===== src/rtl/pnic_pkg.sv =====
package pnic_pkg;
  localparam int RG_W  = 3;
  localparam int GRP_W = 3;

  typedef enum logic [RG_W-1:0] {
    RG_LEVEL  = 3'd0,
    RG_ENABLE = 3'd1,
    RG_PEND   = 3'd2,
    RG_TRIG   = 3'd3,
    RG_CTRL   = 3'd4
  } region_e;

  localparam int CTRL_GROUP  = 0;
  localparam int CTRL_THRESH = 1;
  localparam int CTRL_GATE   = 2;
endpackage


===== src/rtl/pnic_src_bank.sv =====
module pnic_src_bank #(
  parameter int N_SRC    = 32,
  parameter int LVL_BITS = 3,
  parameter int ID_W     = 5
) (
  input  logic                clk,
  input  logic                rst,
  input  logic [N_SRC-1:0]    lines,
  input  logic [ID_W-1:0]     wr_id,
  input  logic                lvl_we,
  input  logic [LVL_BITS-1:0] wr_lvl,
  input  logic                en_we,
  input  logic                wr_bit,
  input  logic                set_we,
  input  logic                clr_we,
  input  logic                ack_fire,
  input  logic [ID_W-1:0]     ack_id,
  output logic [N_SRC-1:0]    pend_o,
  output logic [N_SRC-1:0]    en_o,
  output logic [LVL_BITS-1:0] lvl_o [N_SRC]
);
  logic [N_SRC-1:0] line_q;

  always_ff @(posedge clk) begin
    if (rst) line_q <= '0;
    else     line_q <= lines;
  end

  for (genvar i = 0; i < N_SRC; i++) begin : g_src
    logic                pend_q, en_q, pend_nxt, hit;
    logic [LVL_BITS-1:0] lvl_q;

    assign hit = (wr_id == ID_W'(i));

    always_comb begin
      pend_nxt = pend_q;
      if (clr_we && hit) pend_nxt = 1'b0;
      if (ack_fire && ack_id == ID_W'(i)) pend_nxt = lines[i];
      if ((lines[i] && !line_q[i]) || (set_we && hit)) pend_nxt = 1'b1;
    end

    always_ff @(posedge clk) begin
      if (rst) begin
        pend_q <= 1'b0;
        en_q   <= 1'b0;
        lvl_q  <= '0;
      end else begin
        pend_q <= pend_nxt;
        if (en_we && hit)  en_q  <= wr_bit;
        if (lvl_we && hit) lvl_q <= wr_lvl;
      end
    end

    assign pend_o[i] = pend_q;
    assign en_o[i]   = en_q;
    assign lvl_o[i]  = lvl_q;
  end
endmodule


===== src/rtl/pnic_arbiter.sv =====
module pnic_arbiter #(
  parameter int N_SRC    = 32,
  parameter int LVL_BITS = 3,
  parameter int ID_W     = 5
) (
  input  logic [N_SRC-1:0]    elig,
  input  logic [LVL_BITS-1:0] lvl [N_SRC],
  output logic                win_valid,
  output logic [ID_W-1:0]     win_id,
  output logic [LVL_BITS-1:0] win_lvl
);
  always_comb begin
    win_valid = 1'b0;
    win_id    = '0;
    win_lvl   = '0;
    for (int i = 0; i < N_SRC; i++) begin
      if (elig[i] && (!win_valid || lvl[i] < win_lvl)) begin
        win_valid = 1'b1;
        win_id    = ID_W'(i);
        win_lvl   = lvl[i];
      end
    end
  end
endmodule


===== src/rtl/pnic_nest_stack.sv =====
module pnic_nest_stack #(
  parameter int LVL_BITS = 3,
  parameter int DEPTH    = 8,
  parameter int SP_W     = 4
) (
  input  logic                clk,
  input  logic                rst,
  input  logic                push,
  input  logic [LVL_BITS-1:0] push_lvl,
  input  logic                pop,
  output logic                empty,
  output logic [LVL_BITS-1:0] top_lvl
);
  localparam int IDX_W = (DEPTH > 1) ? $clog2(DEPTH) : 1;

  logic [LVL_BITS-1:0] mem [DEPTH];
  logic [SP_W-1:0]     cnt_q, cnt_after;
  logic                pop_ok;

  assign pop_ok    = pop && (cnt_q != '0);
  assign cnt_after = cnt_q - SP_W'(pop_ok);
  assign empty     = (cnt_q == '0);
  assign top_lvl   = mem[IDX_W'(cnt_q - SP_W'(1))];

  always_ff @(posedge clk) begin
    if (push) mem[IDX_W'(cnt_after)] <= push_lvl;
  end

  always_ff @(posedge clk) begin
    if (rst) cnt_q <= '0;
    else     cnt_q <= cnt_after + SP_W'(push);
  end

  // a push never finds the stack full
  assert_stack_room_R13: assert property (@(posedge clk) disable iff (rst)
    push |-> (cnt_q < SP_W'(DEPTH)));

  // every nested entry is strictly more urgent than the one beneath it
  assert_nest_urgent_R5: assert property (@(posedge clk) disable iff (rst)
    (push && !pop && !empty) |-> (push_lvl < top_lvl));
endmodule


===== src/rtl/prio_nest_irq.sv =====
module prio_nest_irq
  import pnic_pkg::*;
#(
  parameter int N_SRC    = 32,
  parameter int PRIO_W   = 8,
  parameter int LVL_BITS = 3
) (
  input  logic                            clk,
  input  logic                            rst,
  input  logic [N_SRC-1:0]                irq_lines,
  input  logic                            reg_en,
  input  logic                            reg_we,
  input  logic [RG_W+$clog2(N_SRC)-1:0]   reg_addr,
  input  logic [PRIO_W-1:0]               reg_wdata,
  output logic [PRIO_W-1:0]               reg_rdata,
  output logic                            irq_req,
  output logic [$clog2(N_SRC)-1:0]        irq_id,
  input  logic                            irq_ack,
  input  logic                            irq_ret
);
  localparam int ID_W   = $clog2(N_SRC);
  localparam int ADDR_W = RG_W + ID_W;
  localparam int DEPTH  = 1 << LVL_BITS;
  localparam int SP_W   = $clog2(DEPTH + 1);
  localparam int PAD_W  = PRIO_W - LVL_BITS;

  logic [RG_W-1:0]     rg;
  logic [ID_W-1:0]     rid;
  logic                wr, lvl_we, en_we, set_we, clr_we, gate_we;
  logic [LVL_BITS-1:0] wr_lvl;

  assign rg      = reg_addr[ADDR_W-1 -: RG_W];
  assign rid     = reg_addr[ID_W-1:0];
  assign wr      = reg_en && reg_we;
  assign wr_lvl  = reg_wdata[PRIO_W-1 -: LVL_BITS];
  assign lvl_we  = wr && (rg == RG_LEVEL);
  assign en_we   = wr && (rg == RG_ENABLE);
  assign set_we  = wr && ((rg == RG_PEND && reg_wdata[0]) || rg == RG_TRIG);
  assign clr_we  = wr && (rg == RG_PEND) && !reg_wdata[0];
  assign gate_we = wr && (rg == RG_CTRL) && (rid == ID_W'(CTRL_GATE));

  logic [GRP_W-1:0]    grp_q;
  logic [LVL_BITS-1:0] thr_q;
  logic                gate_closed_q;
  logic                req_q;
  logic [ID_W-1:0]     id_q;
  logic [LVL_BITS-1:0] req_lvl_q;
  logic [PRIO_W-1:0]   rdata_q;
  logic                ack_fire;

  assign ack_fire = irq_ack && req_q;

  logic [N_SRC-1:0]    pend_vec, en_vec, elig;
  logic [LVL_BITS-1:0] lvl_arr [N_SRC];

  pnic_src_bank #(.N_SRC(N_SRC), .LVL_BITS(LVL_BITS), .ID_W(ID_W)) u_bank (
    .clk(clk), .rst(rst), .lines(irq_lines), .wr_id(rid),
    .lvl_we(lvl_we), .wr_lvl(wr_lvl), .en_we(en_we), .wr_bit(reg_wdata[0]),
    .set_we(set_we), .clr_we(clr_we), .ack_fire(ack_fire), .ack_id(id_q),
    .pend_o(pend_vec), .en_o(en_vec), .lvl_o(lvl_arr)
  );

  always_comb begin
    for (int i = 0; i < N_SRC; i++)
      elig[i] = pend_vec[i] && en_vec[i] && (thr_q == '0 || lvl_arr[i] < thr_q);
  end

  logic                win_valid;
  logic [ID_W-1:0]     win_id;
  logic [LVL_BITS-1:0] win_lvl;

  pnic_arbiter #(.N_SRC(N_SRC), .LVL_BITS(LVL_BITS), .ID_W(ID_W)) u_arb (
    .elig(elig), .lvl(lvl_arr),
    .win_valid(win_valid), .win_id(win_id), .win_lvl(win_lvl)
  );

  logic                stk_empty;
  logic [LVL_BITS-1:0] stk_top;

  pnic_nest_stack #(.LVL_BITS(LVL_BITS), .DEPTH(DEPTH), .SP_W(SP_W)) u_stack (
    .clk(clk), .rst(rst), .push(ack_fire), .push_lvl(req_lvl_q),
    .pop(irq_ret), .empty(stk_empty), .top_lvl(stk_top)
  );

  // preemption part: the top pbits of the implemented level
  function automatic logic [LVL_BITS-1:0] preempt_of(input logic [LVL_BITS-1:0] l,
                                                     input int unsigned pb);
    return l >> (LVL_BITS - pb);
  endfunction

  int unsigned pbits;
  logic        may_preempt, want;

  assign pbits       = (32'(grp_q) >= LVL_BITS) ? LVL_BITS : 32'(grp_q);
  assign may_preempt = stk_empty || (preempt_of(win_lvl, pbits) < preempt_of(stk_top, pbits));
  assign want        = win_valid && may_preempt && !gate_closed_q;

  always_ff @(posedge clk) begin
    if (rst) begin
      req_q     <= 1'b0;
      id_q      <= '0;
      req_lvl_q <= '0;
    end else begin
      req_q     <= want && !ack_fire && !irq_ret;
      id_q      <= win_id;
      req_lvl_q <= win_lvl;
    end
  end

  always_ff @(posedge clk) begin
    if (rst) begin
      grp_q         <= GRP_W'(7);
      thr_q         <= '0;
      gate_closed_q <= 1'b0;
    end else if (wr && rg == RG_CTRL) begin
      if (rid == ID_W'(CTRL_GROUP))  grp_q         <= reg_wdata[GRP_W-1:0];
      if (rid == ID_W'(CTRL_THRESH)) thr_q         <= wr_lvl;
      if (rid == ID_W'(CTRL_GATE))   gate_closed_q <= reg_wdata[0];
    end
  end

  logic [PRIO_W-1:0] rd_mux;

  always_comb begin
    rd_mux = '0;
    case (rg)
      RG_LEVEL:  rd_mux = {lvl_arr[rid], {PAD_W{1'b0}}};
      RG_ENABLE: rd_mux = PRIO_W'(en_vec[rid]);
      RG_PEND:   rd_mux = PRIO_W'(pend_vec[rid]);
      RG_CTRL: begin
        if (rid == ID_W'(CTRL_GROUP))  rd_mux = PRIO_W'(grp_q);
        if (rid == ID_W'(CTRL_THRESH)) rd_mux = {thr_q, {PAD_W{1'b0}}};
        if (rid == ID_W'(CTRL_GATE))   rd_mux = PRIO_W'(gate_closed_q);
      end
      default:   rd_mux = '0;
    endcase
  end

  always_ff @(posedge clk) begin
    if (rst)          rdata_q <= '0;
    else if (reg_en)  rdata_q <= !reg_we ? rd_mux :
                                 gate_we ? PRIO_W'(gate_closed_q) : '0;
  end

  assign reg_rdata = rdata_q;
  assign irq_req   = req_q;
  assign irq_id    = id_q;

  // independent optimality check of the arbiter result
  logic better_exists;
  always_comb begin
    better_exists = 1'b0;
    for (int j = 0; j < N_SRC; j++)
      if (elig[j] && (lvl_arr[j] < win_lvl ||
                      (lvl_arr[j] == win_lvl && j < int'(win_id))))
        better_exists = 1'b1;
  end

  // nothing eligible beats the selected source
  assert_arb_order_R4: assert property (@(posedge clk) disable iff (rst)
    win_valid |-> (!better_exists && elig[win_id]));

  // the candidate always passes the threshold
  assert_thresh_pass_R8: assert property (@(posedge clk) disable iff (rst)
    (win_valid && thr_q != '0) |-> (win_lvl < thr_q));

  // a closed gate silences the request from the next cycle on
  assert_gate_silent_R7: assert property (@(posedge clk) disable iff (rst)
    gate_closed_q |=> !irq_req);
endmodule


===== config.mk =====
export PLATFORM = sky130hd
export DESIGN_NAME = prio_nest_irq
export DESIGN_NICKNAME = d
export VERILOG_FILES = /design/src/rtl/pnic_pkg.sv /design/src/rtl/pnic_src_bank.sv /design/src/rtl/pnic_arbiter.sv /design/src/rtl/pnic_nest_stack.sv /design/src/rtl/prio_nest_irq.sv
export SDC_FILE = /design/constraint.sdc
export NUM_CORES = 1
export LEC_CHECK = 0
export BUFFER_PORTS_ARGS = -buffer_cell sky130_fd_sc_hd__buf_4
export CAP_MARGIN = 10
export CELL_PAD_IN_SITES_DETAIL_PLACEMENT = 1
export CELL_PAD_IN_SITES_GLOBAL_PLACEMENT = 1
export CORE_UTILIZATION = 49
export CTS_CLUSTER_SIZE = 28
export DETAILED_ROUTE_END_ITERATION = 10
export PLACE_DENSITY_LB_ADDON = 0.1
export SETUP_SLACK_MARGIN = 0.4
export SYNTH_ARGS = -nofsm -noshare
export SYNTH_HDL_FRONTEND = slang
export SYNTH_SLANG_ARGS = --single-unit

===== constraint.sdc =====
create_clock -name clk -period 77.7 [get_ports clk]
set_input_delay 15.54 -clock clk [delete_from_list [all_inputs] [get_ports clk]]
set_output_delay 15.54 -clock clk [all_outputs]
set_load 0.005 [all_outputs]

* Yosys cells after proc, flatten, opt, wreduce, memory -nomap -nowiden
Memory sizes are Yosys's and may differ from the RTL's.
Cells that the tools add are included.
** Storage, ports and cells
- Memories kept :: 1
- Bits in latches :: 0
- Word-level logic and storage cells :: 960
- Output and inout bits :: 14
- Flip-flop bits (word level) :: 220
- ROM bits :: 0
- Input port bits :: 54
- Memory bits (writable) :: 24
** Memory list
- u_stack.mem :: depth 8, bits a word 3, rd ports 1, clocked after memory_dff 0, wr ports 1, RTL line pnic_nest_stack.sv:16 : logic [LVL_BITS-1:0] mem [DEPTH];
** Cells by class
- Shift-type cells :: 2
- Multiply operators :: 0
- Mux-type cells :: 207
- Equality and inequality tests :: 66
- Divide/modulo/power cells :: 0
- Reductions and logical operators :: 507
- $add $sub $neg :: 4
- Bitwise logic cells :: 1
- $lt $le $gt $ge :: 67
** Operator list (count)
- 1-bit logical AND :: 302
- 3-bit < comparator :: 64
- 5-bit == test (second input constant) :: 32
- 1-bit 2-to-1 mux :: 134
- 3-bit 2-to-1 mux :: 40
- 1-bit logical OR :: 97
- 3-bit nonzero test :: 32
- 5-bit by 4-bit == test with 1-bit output (second input constant) :: 16
- 5-bit 2-to-1 mux :: 16
- 1-bit logical NOT :: 67
- 3-bit by 32-bit right shift with 3-bit output :: 2
- 5-bit by 3-bit == test with 1-bit output (second input constant) :: 8
- 4-bit 2-to-1 mux :: 8
- 8-bit one-hot mux with 4 select lines :: 1
- 8-bit 2-to-1 mux :: 3
- 5-bit by 2-bit == test with 1-bit output (second input constant) :: 4
- 3-bit binary-select mux with 5-bit select :: 1
- 1-bit binary-select mux with 5-bit select :: 2
- 5-bit by 1-bit == test with 1-bit output (second input constant) :: 2
- 5-bit logical NOT :: 2
- 3-bit by 2-bit == test with 1-bit output (second input constant) :: 2
- 6-bit >= comparator (second input constant) :: 1
- 3-bit logical NOT :: 2
- 5-bit by 6-bit < comparator with 1-bit output (second input constant) :: 1
- 12 further kinds :: 15

* Depth between registers and ports, before layout
Gate-level depths: netlist of run 1.
- Depth in word-level cells :: 135
- Mapped depth :: 239
- Mapped depth without buffers :: 235

* By module
A second synthesis of run 1 with hierarchy kept.
** Second synthesis, totals
- Cell total of the unflattened synthesis :: 2264
- Area, all modules :: 19228.4 um^2
** By module, submodules not included
- pnic_src_bank :: instances 1, sequential area each 3843.7 um^2, area an instance 8373.0 um^2, cells an instance 920
- pnic_arbiter :: instances 1, sequential area each 0.0 um^2, area an instance 5406.4 um^2, cells an instance 822
- prio_nest_irq :: instances 1, sequential area each 440.4 um^2, area an instance 4197.8 um^2, cells an instance 447
- pnic_nest_stack :: instances 1, sequential area each 800.8 um^2, area an instance 1251.2 um^2, cells an instance 75

* Least setup slack after synthesis of run 1
OpenSTA, ideal clock, no wires.
- Path kind :: reg-to-reg
- Start point :: register thr_q[1]
- End point :: register req_q, in the netlist irq_req
- Setup slack :: 38.287 ns
- Cell stages (with the launch flop) :: 229
- Clock period less this slack :: 39.413 ns
- Path buffers :: 4
- Required time :: 77.631 ns
- Setup time :: 0.069 ns
- Arrival time :: 39.344 ns
- Cells stage by stage :: dfxtp_1 -> inv_1 -> ha_1 -> a211o_1 -> a21oi_4 -> nand2_1 -> ha_1 -> a21o_1 -> a31oi_1 -> a211oi_1 -> o32a_1 -> ha_1 -> o21a_1 -> nor2_1 -> a211o_1 -> o211ai_1 -> o22a_1 -> and2_1 -> [193 not listed] -> ha_1 -> nand2_1 -> a211o_1 -> a21oi_1 -> nor3_1 -> or2_2 -> ha_1 -> a2111oi_0 -> inv_1 -> o31ai_4 -> nand2_1 -> and2_4 -> o41ai_2 -> ha_1 -> o21a_1 -> nor2_1 -> o21bai_1 -> o21ai_1
** Between the ends
- Cells in the longest elaborated chain, start to end :: 135
- Elaborated cells on any way between the ends :: 292
- Classes of those cells :: 64 x order compare; 1 x shift; 64 x mux; 163 x reduce/logical
** Ends and longest elaborated chain
- from (decl) :: RTL line prio_nest_irq.sv:43 : logic [LVL_BITS-1:0] thr_q;
- from (signal assigned) :: RTL line prio_nest_irq.sv:117 : if (rid == ID_W'(CTRL_THRESH)) thr_q <= wr_lvl;
- 3-bit < comparator / 3-bit logical NOT (equally long branches) :: RTL line prio_nest_irq.sv:65 : elig[i] = pend_vec[i] && en_vec[i] && (thr_q == '0 || lvl_arr[i] < thr_q);
- 1-bit logical OR :: RTL line prio_nest_irq.sv:65
- 1-bit logical AND :: RTL line prio_nest_irq.sv:65
- 3-bit 2-to-1 mux / 1-bit 2-to-1 mux (equally long branches) :: RTL line pnic_arbiter.sv:17 : if (elig[i] && (!win_valid || lvl[i] < win_lvl)) begin
- 3-bit < comparator / 1-bit logical NOT (equally long branches) :: RTL line pnic_arbiter.sv:17
- 1-bit logical OR :: RTL line pnic_arbiter.sv:17
- 1-bit logical AND :: RTL line pnic_arbiter.sv:17
- 3-bit 2-to-1 mux / 1-bit 2-to-1 mux (equally long branches) :: RTL line pnic_arbiter.sv:17
- [117 not listed]
- 1-bit logical OR :: RTL line pnic_arbiter.sv:17
- 1-bit logical AND :: RTL line pnic_arbiter.sv:17
- 3-bit 2-to-1 mux :: RTL line pnic_arbiter.sv:17
- 3-bit by 32-bit right shift with 3-bit output :: RTL line prio_nest_irq.sv:88 : return l >> (LVL_BITS - pb);
- 3-bit < comparator :: RTL line prio_nest_irq.sv:95 : assign may_preempt = stk_empty || (preempt_of(win_lvl, pbits) < preempt_of(stk_top, pbits));
- 1-bit logical OR :: RTL line prio_nest_irq.sv:95
- 1-bit logical AND * (2 in series) :: RTL line prio_nest_irq.sv:96 : assign want = win_valid && may_preempt && !gate_closed_q;
- 1-bit logical AND * (2 in series) :: RTL line prio_nest_irq.sv:104 : req_q <= want && !ack_fire && !irq_ret;
- to (signal assigned) :: RTL line prio_nest_irq.sv:104
- to (decl) :: RTL line prio_nest_irq.sv:45 : logic req_q;
Mark *: on every way between the ends. The rest lies on a longest branch, timed or not.
A chain may end at the register's enable or synchronous reset.

* Worst setup path in the final report of run 1
- Start point :: register thr_q[0]
- End point :: register req_q, in the netlist irq_req
The elaborated chain is that of the path after synthesis.

==> results.tsv, run 1 <==
metric	value	unit
drt first pass iters	7	
number of flops mapped to enable cells by yosys	24	
clock sink total	242	
Worst-Margin Slew	1239	ps
# IOs	68	
Critical Setup Path Class	flip-flop to flip-flop	
row count	71	
count of cell types in the netlist	117	
htree depth	1	
Placer Congestion	0.8978	
all-layer global routing usage	0.3421	
post-DP HPWL	49880	microns
Slowest cell on crit path	a2111oi_0	
Leakage	7.076	nW
status	complete, no violations	
RSZ-0062 raised after global routing	false	
crit end category	flip-flop	
sequential fraction of the synthesis area	0.2720	
FF+latch count, synth	242	
Starting Density	0.4975	
area of the multi-input gates	12820	sq um
skew final	17.81	ps
TritonCTS clock tree	yes	
largest stage delay on the critical path	700	ps
ys flop type	dfxtp_1	
filler instances	4530	
final hold violation count	0	
fin nets	2463	
Post-CTS Setup Bufs	0	
final setup fails	0	
Max-Cap Viols	0	
die area	38940	sq um
Final ANT Viol Nets	0	
R2R Path End	irq_req	
DRT iter0 DRCs	1249	
Syn Area/Cell	8.051	sq um
Post-CTS Resized	0	
TNS Setup	0	ps
via count	18766	
largest net degree at the start of global routing	134	
Storage cell area	5085	sq um
Netlist Area Pre-Place	18700	sq um
post-synthesis cell count	2322	
flop-to-flop setup slack	30770	ps
grt total ovfl	0	
worst min path class	flip-flop to flip-flop	
PortBufs	63	
Cells on Worst Hold Path	2	
Max Slew Vio Count	0	
Worst Reg-to-Reg Cells	222	
Pwr Density	14.33	nW/um^2
Max rail drop VDD	0.00002039	V
initial antenna violation count	1	
core area	37580	sq um
clk_lat worst skew	550	ps
Post-synth ARST share	0	
final routed DRC violation total	0	
first-pass GRT wire length	105900	microns
Die Wd	197.3	microns
RR Startpoint	thr_q[0]	
worst-path fanout max	36	
commonest non-fill, non-tap cells in the layout	nand2_1, a21oi_1, dfxtp_1	
WL per Instance	23.80	microns
Max Clk Rate	0.02131	GHz
most common cell after layout, fill and taps aside	nand2_1	
drt total wl	67390	microns
Max Root-Sink Buffers	3	
critical hold path startpoint	u_bank.g_src[15].en_q	
Worst Hold End	u_bank.g_src[15].en_q	
synth warn	0	
vias in the first global route	19130	
share of cells above drive strength 1	0.1151	
CTS root buf	clkbuf_16	
Min Hold Slack	491.0	ps
crit share post-route	0.6040	
Req. time, crit path	78190	ps
Die Height	197.3	microns
total CTS buffers	28	
CP Data Arrival Time	47420	ps
post-layout min period	46930	ps
mean number of vias per cell	6.626	
Worst slew margin	0.1666	
most frequent CP cell	ha_1	
Setup crit start kind	flip-flop	
cts hold-fix bufs	0	
Layout area overhead	8.586	%
Clock transition at path regs	60	ps
## kinds of logic after synthesis
kind of cell               share of synthesized area
and+or+nand+nor                               0.2116
AOI/OAI and AO/OA                             0.2935
DFF                                           0.2720
buffers and inverters                        0.04350
muxes                                         0.1013
adders and majority gates                    0.07502
xor gates and xnor gates                    0.002811
other                                      0.0002006
## layout make-up
type,count,share of cell area
Inverter,79,0.01461
Clock buffer,38,0.03889
Tap cell,511,0.03149
Sequential cell,242,0.2505
Timing Repair Buffer,78,0.02903
Antenna cell,1,0.0001233
Multi-Input combinational cell,1872,0.6314
Clock inverter,11,0.003945
## synth_stat cells (18+ instances only)
| cell | number | area [sq um] |
|---|---|---|
| nand2_1 | 287 | 1077 |
| a21oi_1 | 241 | 1206 |
| dfxtp_1 | 218 | 4364 |
| nor2_1 | 186 | 698.2 |
| o21ai_0 | 181 | 905.9 |
| clkbuf_1 | 111 | 416.7 |
| ha_1 | 108 | 1351 |
| inv_1 | 79 | 296.5 |
| nand3_1 | 72 | 360.4 |
| mux4_2 | 56 | 1261 |
| nand2b_1 | 56 | 350.3 |
| nor2b_1 | 50 | 312.8 |
| mux2i_1 | 45 | 450.4 |
| o211ai_1 | 45 | 337.8 |
| a21o_1 | 42 | 315.3 |
| nor3_1 | 31 | 155.2 |
| a32oi_1 | 28 | 245.2 |
| a211oi_1 | 26 | 195.2 |
| nand4_1 | 26 | 162.7 |
| edfxtp_1 | 24 | 720.7 |
| and2_1 | 23 | 143.9 |
| o221ai_1 | 22 | 192.7 |
| o21a_1 | 20 | 150.1 |
| or2_2 | 20 | 125.1 |
| or3_1 | 18 | 112.6 |
## metrics by stage
stage          setup WS, ps  utilization  area (sq um)  power, mW  instances
2_1_floorplan         38290            -         18700     0.1544       2323
3_3_place_gp          32700       0.5170         19430     0.1633       2782
3_5_place_dp          31300       0.5170         19430     0.1653       2782
4_1_cts               31040       0.5402         20300     0.2914       2831
5_1_grt               26800       0.5402         20300     0.2990       2832
6_report              30770       0.5402         20300     0.2910       2832
## state kept, by name, indices dropped and copies added, names as in the netlist
register	count
u_bank.line_q	32
irq_req	1
u_bank.g_src.pend_q	32
u_stack.cnt_q	4
grp_q	3
gate_closed_q	1
thr_q	3
req_lvl_q	3
irq_id	5
u_stack.mem	24
u_bank.g_src.lvl_q	96
reg_rdata	6
u_bank.g_src.en_q	32
## worst max path at each step
stage,from,to,slack (ps),depth (start not counted)
after floorplan,thr_q[1],irq_req,38290,228
after global placement,thr_q[0],irq_req,32700,222
after detailed placement,thr_q[0],irq_req,31300,222
after CTS,thr_q[0],irq_req,31040,222
after global routing,thr_q[0],irq_req,26800,223
final,thr_q[0],irq_req,30770,222
## worst max-delay path: cells and delay by family, from the launching register on
family | cells | cell delay [ps]
flops | 1 | 310
fa+ha+maj | 32 | 8270
simple gates | 74 | 12600
compound gates | 83 | 19750
mux | 13 | 3850
buf+inv | 20 | 2040
## layer usage
metal / vias to the layer above / track usage / part of all wire
li1: 8646 / - / -
met1: 9442 / 0.4353 / 0.43
met2: 529 / 0.5956 / 0.49
met3: 149 / 0.03449 / 0.049
met4: 0 / 0.1289 / 0.036
met5: - / 0 / 0
## power by group
group          total (mW)  internal, mW  leakage (nW)  switching (mW)
Clock               0.128        0.0738         0.431          0.0539
Sequential          0.131         0.129          2.02         0.00267
Combinational      0.0320        0.0124          4.63          0.0196
Total               0.291         0.215          7.08          0.0762
(Power assumes the default switching activity.)
==> inputs of run 2 (changes only) <==
--- a/config.mk
+++ b/config.mk
@@ -5,11 +5,12 @@
 export SDC_FILE = /design/constraint.sdc
 export NUM_CORES = 1
 export LEC_CHECK = 0
+export ABC_AREA = 1
 export BUFFER_PORTS_ARGS = -buffer_cell sky130_fd_sc_hd__buf_4
 export CAP_MARGIN = 10
 export CELL_PAD_IN_SITES_DETAIL_PLACEMENT = 1
 export CELL_PAD_IN_SITES_GLOBAL_PLACEMENT = 1
-export CORE_UTILIZATION = 49
+export CORE_UTILIZATION = 41
 export CTS_CLUSTER_SIZE = 28
 export DETAILED_ROUTE_END_ITERATION = 10
 export PLACE_DENSITY_LB_ADDON = 0.1
==> constraint.sdc (replaced) <==
create_clock -name clk -period 42.4 [get_ports clk]
set_input_delay 8.48 -clock clk [delete_from_list [all_inputs] [get_ports clk]]
set_output_delay 8.48 -clock clk [all_outputs]
set_load 0.005 [all_outputs]
==> run 2 against run 1 <==
Compared with the run above:
- register-to-register slack got worse by 22000 ps
- global-route usage shrank 4.2 points
- clock skew hardly changed
- sequential share of layout area increased by 2.3 points
- highest routed layer unchanged
==> results.tsv, run 2 <==
metric	value	unit
Sequential Power Share	0.417	
share of cells above drive strength 1	0.09290	
final hold violation count	0	
Worst-Margin Slew	1174	ps
crit end category	flip-flop	
Worst slew margin	0.2175	
Final Core Density	0.4640	
Setup crit start kind	flip-flop	
ys flop type	dfxtp_1	
commonest non-fill, non-tap cells in the layout	nand2_1, inv_1, nor2_1	
Antenna diodes	0	
drt first pass iters	5	
Max Slew Vio Count	0	
fin nets	2692	
number of flops mapped to enable cells by yosys	24	
most common cell in the synthesized netlist	nand2_1	
htree depth	1	
Layout area overhead	10.84	%
Comb power frac	0.166	
commonest cells in the netlist	nand2_1, inv_1, nor2_1	
clock network power share	0.417	
FF+latch count, synth	242	
largest net degree at the start of global routing	99	
Post-CTS Setup Bufs	0	
via count	17639	
Req. time, crit path	42890	ps
Syn Area/Cell	6.691	sq um
Max-Cap Viols	0	
cts hold-fix bufs	0	
Leakage	7.921	nW
clock sink total	242	
CTS root buf	clkbuf_16	
CP Data Arrival Time	33880	ps
final routed DRC violation total	0	
max reg flops	96	
Switch Pwr	0.1709	mW
Die Wd	204.1	microns
final setup fails	0	
core area	40010	sq um
TritonCTS clock tree	yes	
DRT iter0 DRCs	1140	
initial antenna violation count	0	
vias in the first global route	17998	
Final ANT Viol Nets	0	
Critical Setup Path Class	flip-flop to flip-flop	
Synth top area share	0.2606	
Yosys top cell by area	dfxtp_1	
Max Root-Sink Buffers	3	
skew final	18.16	ps
post-DP HPWL	45980	microns
grt total ovfl	0	
PortBufs	63	
Max rail drop VDD	0.00003447	V
most common cell after layout, fill and taps aside	nand2_1	
sequential fraction of the synthesis area	0.3036	
switch share	0.2946	
largest stage delay on the critical path	490	ps
WL per Instance	20.33	microns
internal power	0.4093	mW
all-layer global routing usage	0.2999	
row count	73	
count of cell types in the netlist	51	
mean number of vias per cell	5.734	
clk_lat worst skew	560	ps
Post-CTS Resized	0	
post-layout min period	33390	ps
Placer Congestion	0.9425	
first-pass GRT wire length	98320	microns
RSZ-0062 raised after global routing	false	
Starting Density	0.4186	
crit share post-route	0.7875	
filler instances	5251	
TNS Setup	0	ps
synth warn	0	
synth top area cells	dfxtp_1, nand2_1, ha_1	
Pwr Density	31.26	nW/um^2
worst-path fanout max	19	
total CTS buffers	28	
Slowest cell on crit path	buf_4	
Netlist Area Pre-Place	16750	sq um
post-synthesis cell count	2503	
most frequent CP cell	nand2_1	
Largest Register	u_bank.g_src.lvl_q	
worst min path class	flip-flop to flip-flop	
drt total wl	62530	microns
Post-synth ARST share	0	
status	complete, no violations	
Die Height	204.1	microns
# IOs	68	
Max Clk Rate	0.02995	GHz
die area	41660	sq um
Clock transition at path regs	60	ps
total power draw	0.5802	mW
## run 2: logic make-up after synthesis
| group | after synthesis | share of synthesized area |
|---|---|---|
| other | 1 | 0.0002239 |
| and+or+nand+nor | 1068 | 0.2868 |
| buffers and inverters | 463 | 0.1062 |
| xor gates and xnor gates | 4 | 0.002092 |
| DFF | 242 | 0.3036 |
| adders and majority gates | 108 | 0.08069 |
| AOI/OAI and AO/OA | 617 | 0.2204 |
## run 2: power by group through the flow
stage               clock network, mW  registers, mW  logic, mW
CTS                             0.244          0.242     0.0968
floorplan                           0          0.244     0.0679
detailed placement                  0          0.247     0.0963
global placement                    0          0.246     0.0932
finish                          0.242          0.242     0.0964
global route                    0.254          0.242      0.108
## run 2: critical path: cells and delay by family (launching register included)
| family | cells | cell delay, ps |
|---|---|---|
| adders and majority gates | 32 | 9350 |
| buffers and inverters | 29 | 2370 |
| and+or+nand+nor | 154 | 11700 |
| AOI/OAI and AO/OA | 38 | 9520 |
| DFF | 1 | 310 |
## run 2: routing by layer
| layer | vias up | part of all wire | GRT usage |
|---|---|---|---|
| met5 | - | 0 | 0 |
| met4 | 0 | 0.033 | 0.1077 |
| met3 | 131 | 0.059 | 0.03858 |
| met2 | 490 | 0.45 | 0.4875 |
| met1 | 8539 | 0.46 | 0.4050 |
| li1 | 8479 | - | - |
## run 2: stage by stage
step	hold WS [ps]	area [sq um]	cells	setup WS [ps]
2_1_floorplan	461.5	16750	2504	14140
3_3_place_gp	463.3	17660	3025	9694
3_5_place_dp	469.4	17660	3025	8691
4_1_cts	481.3	18560	3076	8571
5_1_grt	518.1	18560	3076	5113
6_report	479.3	18560	3076	9009
## run 2: final timing paths
path / start / to / slack, ps / depth (start not counted)
worst max-delay path: thr_q[2] / irq_req / 9010 / 253
worst min-delay path: reg_rdata[6] / reg_rdata[6] / 480 / 2
worst max register to register: thr_q[2] / irq_req / 9010 / 253
worst min register to register: reg_rdata[6] / reg_rdata[6] / 480 / 2
## run 2: final cells by class
| cell class | count | area (sq um) | area share |
|---|---|---|---|
| inverter | 378 | 1420 | 0.07650 |
| multi-input combinational | 1799 | 9893 | 0.5330 |
| timing repair buffer | 81 | 608.1 | 0.03276 |
| sequential | 242 | 5085 | 0.2739 |
| clock buffer | 37 | 775.7 | 0.04179 |
| clock inverter | 14 | 123.9 | 0.006673 |
| tap | 525 | 656.9 | 0.03539 |
